File: config.mk
export PLATFORM = sky130hd
export DESIGN_NAME = dma_req_front
export DESIGN_NICKNAME = d
export VERILOG_FILES = /design/src/rtl/dma_req_pkg.sv /design/src/rtl/dma_req_sync.sv /design/src/rtl/dma_req_detect.sv /design/src/rtl/dma_req_ctrl.sv /design/src/rtl/dma_req_strobe.sv /design/src/rtl/dma_req_front.sv
export SDC_FILE = /design/constraint.sdc
export NUM_CORES = 1
export LEC_CHECK = 0
export ABC_AREA = 0
export BUFFER_PORTS_ARGS = -buffer_cell sky130_fd_sc_hd__buf_2
export CORE_AREA = 2 2 39 41
export DETAILED_ROUTE_END_ITERATION = 7
export DIE_AREA = 0 0 41 43
export PLACE_DENSITY_LB_ADDON = 0.05
export SETUP_SLACK_MARGIN = 0.2
export SYNTH_ARGS = -nofsm -noshare
export SYNTH_HDL_FRONTEND = slang
export SYNTH_SLANG_ARGS = --single-unit
File: constraint.sdc
create_clock -name clk -period 1.4 [get_ports clk]
set_input_delay 0.07 -clock clk [delete_from_list [all_inputs] [get_ports clk]]
set_output_delay 0.07 -clock clk [all_outputs]
set_load 0.02 [all_outputs]
File: src/rtl/dma_req_pkg.sv
package dma_req_pkg;
  typedef enum logic [1:0] {
    CH_OFF  = 2'd0,
    CH_WAIT = 2'd1,
    CH_BUSY = 2'd2,
    CH_GAP  = 2'd3
  } ch_state_e;
endpackage

File: src/rtl/dma_req_sync.sv
module dma_req_sync #(
  parameter int STAGES = 2
) (
  input  logic clk,
  input  logic rst_n,
  input  logic pin_n_i,
  output logic cur_n_o,
  output logic prev_n_o
);
  logic [STAGES-1:0] chain;
  logic              prev_q;

  generate
    for (genvar g = 0; g < STAGES; g++) begin : g_stage
      always_ff @(posedge clk or negedge rst_n) begin
        if (!rst_n) chain[g] <= 1'b1;
        else if (g == 0) chain[g] <= pin_n_i;
        else chain[g] <= chain[(g == 0) ? 0 : g-1];
      end
    end
  endgenerate

  always_ff @(posedge clk or negedge rst_n) begin
    if (!rst_n) prev_q <= 1'b1;
    else prev_q <= chain[STAGES-1];
  end

  assign cur_n_o  = chain[STAGES-1];
  assign prev_n_o = prev_q;
endmodule

File: src/rtl/dma_req_detect.sv
module dma_req_detect (
  input  logic cur_n_i,
  input  logic prev_n_i,
  input  logic edge_sel_i,
  input  logic block_mode_i,
  input  logic first_armed_i,
  output logic hit_o
);
  logic level_mode;

  // Block mode and the first transfer after enable are always level-sensed.
  assign level_mode = !edge_sel_i || block_mode_i || first_armed_i;
  assign hit_o      = !cur_n_i && (level_mode || prev_n_i);
endmodule

File: src/rtl/dma_req_ctrl.sv
module dma_req_ctrl
  import dma_req_pkg::*;
(
  input  logic clk,
  input  logic rst_n,
  input  logic chan_en_i,
  input  logic hold_sel_i,
  input  logic hit_i,
  input  logic xfer_done_i,
  output logic first_armed_o,
  output logic start_o,
  output logic busy_o,
  output logic active_o
);
  ch_state_e state_q, state_d;
  logic      first_q;

  assign start_o = chan_en_i && (state_q == CH_WAIT) && hit_i;

  always_comb begin
    state_d = state_q;
    if (!chan_en_i) begin
      state_d = CH_OFF;
    end else begin
      unique case (state_q)
        CH_OFF:  state_d = CH_WAIT;
        CH_WAIT: if (hit_i) state_d = CH_BUSY;
        CH_BUSY: if (xfer_done_i) state_d = hold_sel_i ? CH_GAP : CH_WAIT;
        CH_GAP:  state_d = CH_WAIT;
        default: state_d = CH_OFF;
      endcase
    end
  end

  always_ff @(posedge clk or negedge rst_n) begin
    if (!rst_n) begin
      state_q <= CH_OFF;
      first_q <= 1'b1;
    end else begin
      state_q <= state_d;
      if (!chan_en_i) first_q <= 1'b1;
      else if (start_o) first_q <= 1'b0;
    end
  end

  assign first_armed_o = first_q;
  assign busy_o        = (state_q == CH_BUSY);
  assign active_o      = (state_q == CH_BUSY) || (state_q == CH_GAP);

  assert_one_outstanding_R7: assert property (@(posedge clk) disable iff (!rst_n)
    start_o |=> !start_o);
  assert_active_after_start_R8: assert property (@(posedge clk) disable iff (!rst_n)
    start_o |=> active_o);
  assert_gap_after_done_R6: assert property (@(posedge clk) disable iff (!rst_n)
    (busy_o && xfer_done_i && hold_sel_i && chan_en_i) |=> !start_o);
  assert_idle_when_off_R11: assert property (@(posedge clk) disable iff (!rst_n)
    !chan_en_i |=> (!active_o && first_armed_o));
endmodule

File: src/rtl/dma_req_strobe.sv
module dma_req_strobe (
  input  logic start_i,
  input  logic busy_i,
  input  logic single_addr_i,
  input  logic ack_dis_i,
  input  logic end_dis_i,
  input  logic xfer_last_i,
  output logic ack_n_o,
  output logic end_n_o
);
  assign ack_n_o = !(start_i && single_addr_i && !ack_dis_i);
  assign end_n_o = !(busy_i && xfer_last_i && !end_dis_i);
endmodule

File: src/rtl/dma_req_front.sv
module dma_req_front
  import dma_req_pkg::*;
#(
  parameter int SYNC_STAGES = 2
) (
  input  logic clk,
  input  logic rst_n,
  input  logic req_n_i,
  input  logic chan_en_i,
  input  logic edge_sel_i,
  input  logic hold_sel_i,
  input  logic ack_dis_i,
  input  logic end_dis_i,
  input  logic single_addr_i,
  input  logic block_mode_i,
  input  logic xfer_done_i,
  input  logic xfer_last_i,
  output logic start_o,
  output logic ack_n_o,
  output logic end_n_o,
  output logic active_o
);
  logic cur_n, prev_n, hit, first_armed, busy;

  dma_req_sync #(.STAGES(SYNC_STAGES)) u_sync (
    .clk(clk), .rst_n(rst_n), .pin_n_i(req_n_i),
    .cur_n_o(cur_n), .prev_n_o(prev_n)
  );

  dma_req_detect u_detect (
    .cur_n_i(cur_n), .prev_n_i(prev_n), .edge_sel_i(edge_sel_i),
    .block_mode_i(block_mode_i), .first_armed_i(first_armed), .hit_o(hit)
  );

  dma_req_ctrl u_ctrl (
    .clk(clk), .rst_n(rst_n), .chan_en_i(chan_en_i), .hold_sel_i(hold_sel_i),
    .hit_i(hit), .xfer_done_i(xfer_done_i), .first_armed_o(first_armed),
    .start_o(start_o), .busy_o(busy), .active_o(active_o)
  );

  dma_req_strobe u_strobe (
    .start_i(start_o), .busy_i(busy), .single_addr_i(single_addr_i),
    .ack_dis_i(ack_dis_i), .end_dis_i(end_dis_i), .xfer_last_i(xfer_last_i),
    .ack_n_o(ack_n_o), .end_n_o(end_n_o)
  );

  assert_ack_dual_quiet_R9: assert property (@(posedge clk) disable iff (!rst_n)
    !single_addr_i |-> ack_n_o);
  assert_end_muted_R10: assert property (@(posedge clk) disable iff (!rst_n)
    end_dis_i |-> end_n_o);
  assert_block_level_R4: assert property (@(posedge clk) disable iff (!rst_n)
    (block_mode_i && chan_en_i && !active_o && !cur_n && $past(chan_en_i) && $past(!active_o)) |-> start_o);
endmodule

==> results.cfg <==
[route]
wl_met1_um = 249
routed-via-count = 250
wl_per_cell_um = 11.0
viasPerCell = 4.17
drt_pass1_iterations = 3
met2WireLength_um = 362
drc = 0
drtIter0Drc = 2
wirelength_um = 657
met3WireLength_um = 45
highest_layer = met3
ant_nets = 0

[critical_path]
cp_cell_sequence = or4b_4 -> and3_4 -> buf_6
worst-path-stages = 3
cp_data_arrival_time_ns = 1.45
crit_slowest_cell = or4b_4
cp_num_buf_inv = 1
startpoint = u_sync.prev_n_o
timing.rr.end = u_ctrl.state_q[1]
path_class = reg -> out
cp.required_ns = 1.33
cpPeakStageDelay_ns = 0.55
worstSetupEndpointType = output port
crit_path_end = start_o
crit_path_start_kind = register
crit_fanout = 3
r2r_setup_slack_ns = -0.10
critPathTopFamily = simple AND/OR/NAND/NOR gates
r2r_cells = 4
rr_startpoint = u_sync.prev_n_o

[cells_and_area]
final_cell_mix = 13 x buf_2, 4 x buf_6, 4 x dfstp_2
mostFrequentLayoutCell = buf_2
area_growth_pct = 74.3
drive_gt1_frac = 0.727
design_area_um2 = 467
fin_nets = 57
antenna_cells = 0

[pwr]
leakagePower_nw = 0.225
power_density_nw_per_um2 = 927
vdd_drop_max_mv = 0.523

[sta]
clock-skew-final_ns = 0.00862
setup_ws_ns = -0.116
maxSlewViolCount = 0
timing.slew.headroom = 0.775
finalCritPeriodShare = 1.08
worst_pin_slew_ns = 0.333
max_freq_mhz = 660
hold_viol_final = 0
timing.final.crit_period_ns = 1.52
rsz0062_at_grt = yes
setup_viol = 4

[placement]
dp_slack_ns = 0.0836
port_buffers = 15
placed_cell_area_um2 = 359
gp_congestion = 0.599

[clock_tree]
clk_latency_ns = 0.25
clk_path_buf_depth = 2
ctsRootBufferMaster = clkbuf_4
cts_buffers = 3
clock_sinks = 6
h-tree-depth = 1
path_clk_slew_ns = 0.05
cts_tree = built

[yosys]
synthDistinctLibCells = 15
yosysSeqAreaShare = 0.579
syn-num-nets = 33
synth_compound_area_frac = 0.112
ys_seq_elements = 6
yosys.area_share.simple = 0.252
yosysWarnings = 0
synth-xor-area-share = 0
synth_mux_area_frac = 0
synth_top_family_by_area = simple AND/OR/NAND/NOR gates
post_synth.cell_area_avg_um2 = 12.8
syn_area_um2 = 268
synthCells = 21
synth_fa_ha_area_frac = 0

[hold_path]
hold_path.class = in -> reg

[grt]
antenna_found_initial = 0
grtUsageTotal = 0.0983
first_global_vias = 264
grt_pass1_wl_um = 1100
grt_remaining_overflow = 0
grt_max_degree = 7

[floorplanning]
die_w_um = 41
fp.dieH_um = 43
initial_core_util = 0.193
pin_count = 16
rows = 14
core_um2 = 1380
die-area_um2 = 1760

[outcome]
status = finished, violations left
violations = negative setup slack

[run]
cap_viol_max_count = 0
synth_stat cells:
library cell | count | area [um^2]
a221oi_2 | 1 | 15.0
a32o_1 | 1 | 10.0
and3_2 | 1 | 7.51
clkbuf_1 | 1 | 3.75
dfrtp_1 | 2 | 50.1
dfstp_2 | 4 | 105
inv_1 | 3 | 11.3
nand2b_1 | 1 | 6.26
nand3b_1 | 1 | 7.51
nand4b_1 | 1 | 8.76
nor2b_1 | 1 | 6.26
nor3b_1 | 1 | 7.51
nor4bb_1 | 1 | 10.0
o21ai_0 | 1 | 5.00
or4b_4 | 1 | 13.8
cells by family after synthesis:
kind of cell    after synthesis
simple gates                  8
flops                         6
buf+inv                       4
compound gates                3
stage by stage:
step / power [W] / TNS (ns) / utilization / cells / hold slack, ns
final: 0.000433 / -0.384 / 0.337 / 60 / 0.0571
after global routing: 0.000467 / -0.580 / 0.337 / 60 / 0.0583
after CTS: 0.000438 / -0.299 / 0.315 / 59 / 0.0511
after detailed placement: 0.000247 / 0 / 0.259 / 51 / -0.102
after global placement: 0.000248 / 0 / 0.259 / 51 / -0.104
after floorplan: 0.000222 / 0 / - / 21 / -0.226
layer usage:
metal,GRT usage,up-vias
li1,-,120
met1,0.103,121
met2,0.150,9
met3,0.0628,0
met4,0.0400,0
met5,0,-
flip-flops by register name, summed over array words and instances (netlist names):
register,count
u_sync.chain,1
u_ctrl.state_q,2
u_ctrl.first_armed_o,1
u_sync.prev_n_o,1
u_sync.cur_n_o,1
worst min-delay path by stage:
stage,startpoint,endpoint,slack (ns),cells after the start
after CTS,chan_en_i,u_ctrl.first_armed_o,0.05,2
after detailed placement,rst_n,u_ctrl.state_q[1],-0.10,1
after global routing,chan_en_i,u_ctrl.first_armed_o,0.06,2
final,chan_en_i,u_ctrl.first_armed_o,0.06,2
after global placement,rst_n,u_ctrl.state_q[1],-0.10,1
after floorplan,rst_n,u_ctrl.state_q[0],-0.23,0
power by group:
part,internal [W],switching [W]
logic,0.0000365,0.0000257
registers,0.000190,0.00000753
clock network,0.000108,0.0000649
total,0.000334,0.0000981
final cells by class:
class | count | area (um^2)
Inverter | 3 | 11.3
Timing Repair Buffer | 20 | 138
Sequential cell | 6 | 155
Tap cell | 16 | 20.0
Clock buffer | 4 | 26.3
Multi-Input combinational cell | 11 | 116
Fill cell | 151 | 917
what timing repair did:
item,CTS,global route
hold endpoints to repair,7,0
setup endpoints to repair,5,5
hold buffers,2,0
pin swaps,3,3
gates resized for setup,5,6
setup buffers,2,1
Note: power is estimated with default switching activity, not from simulation.
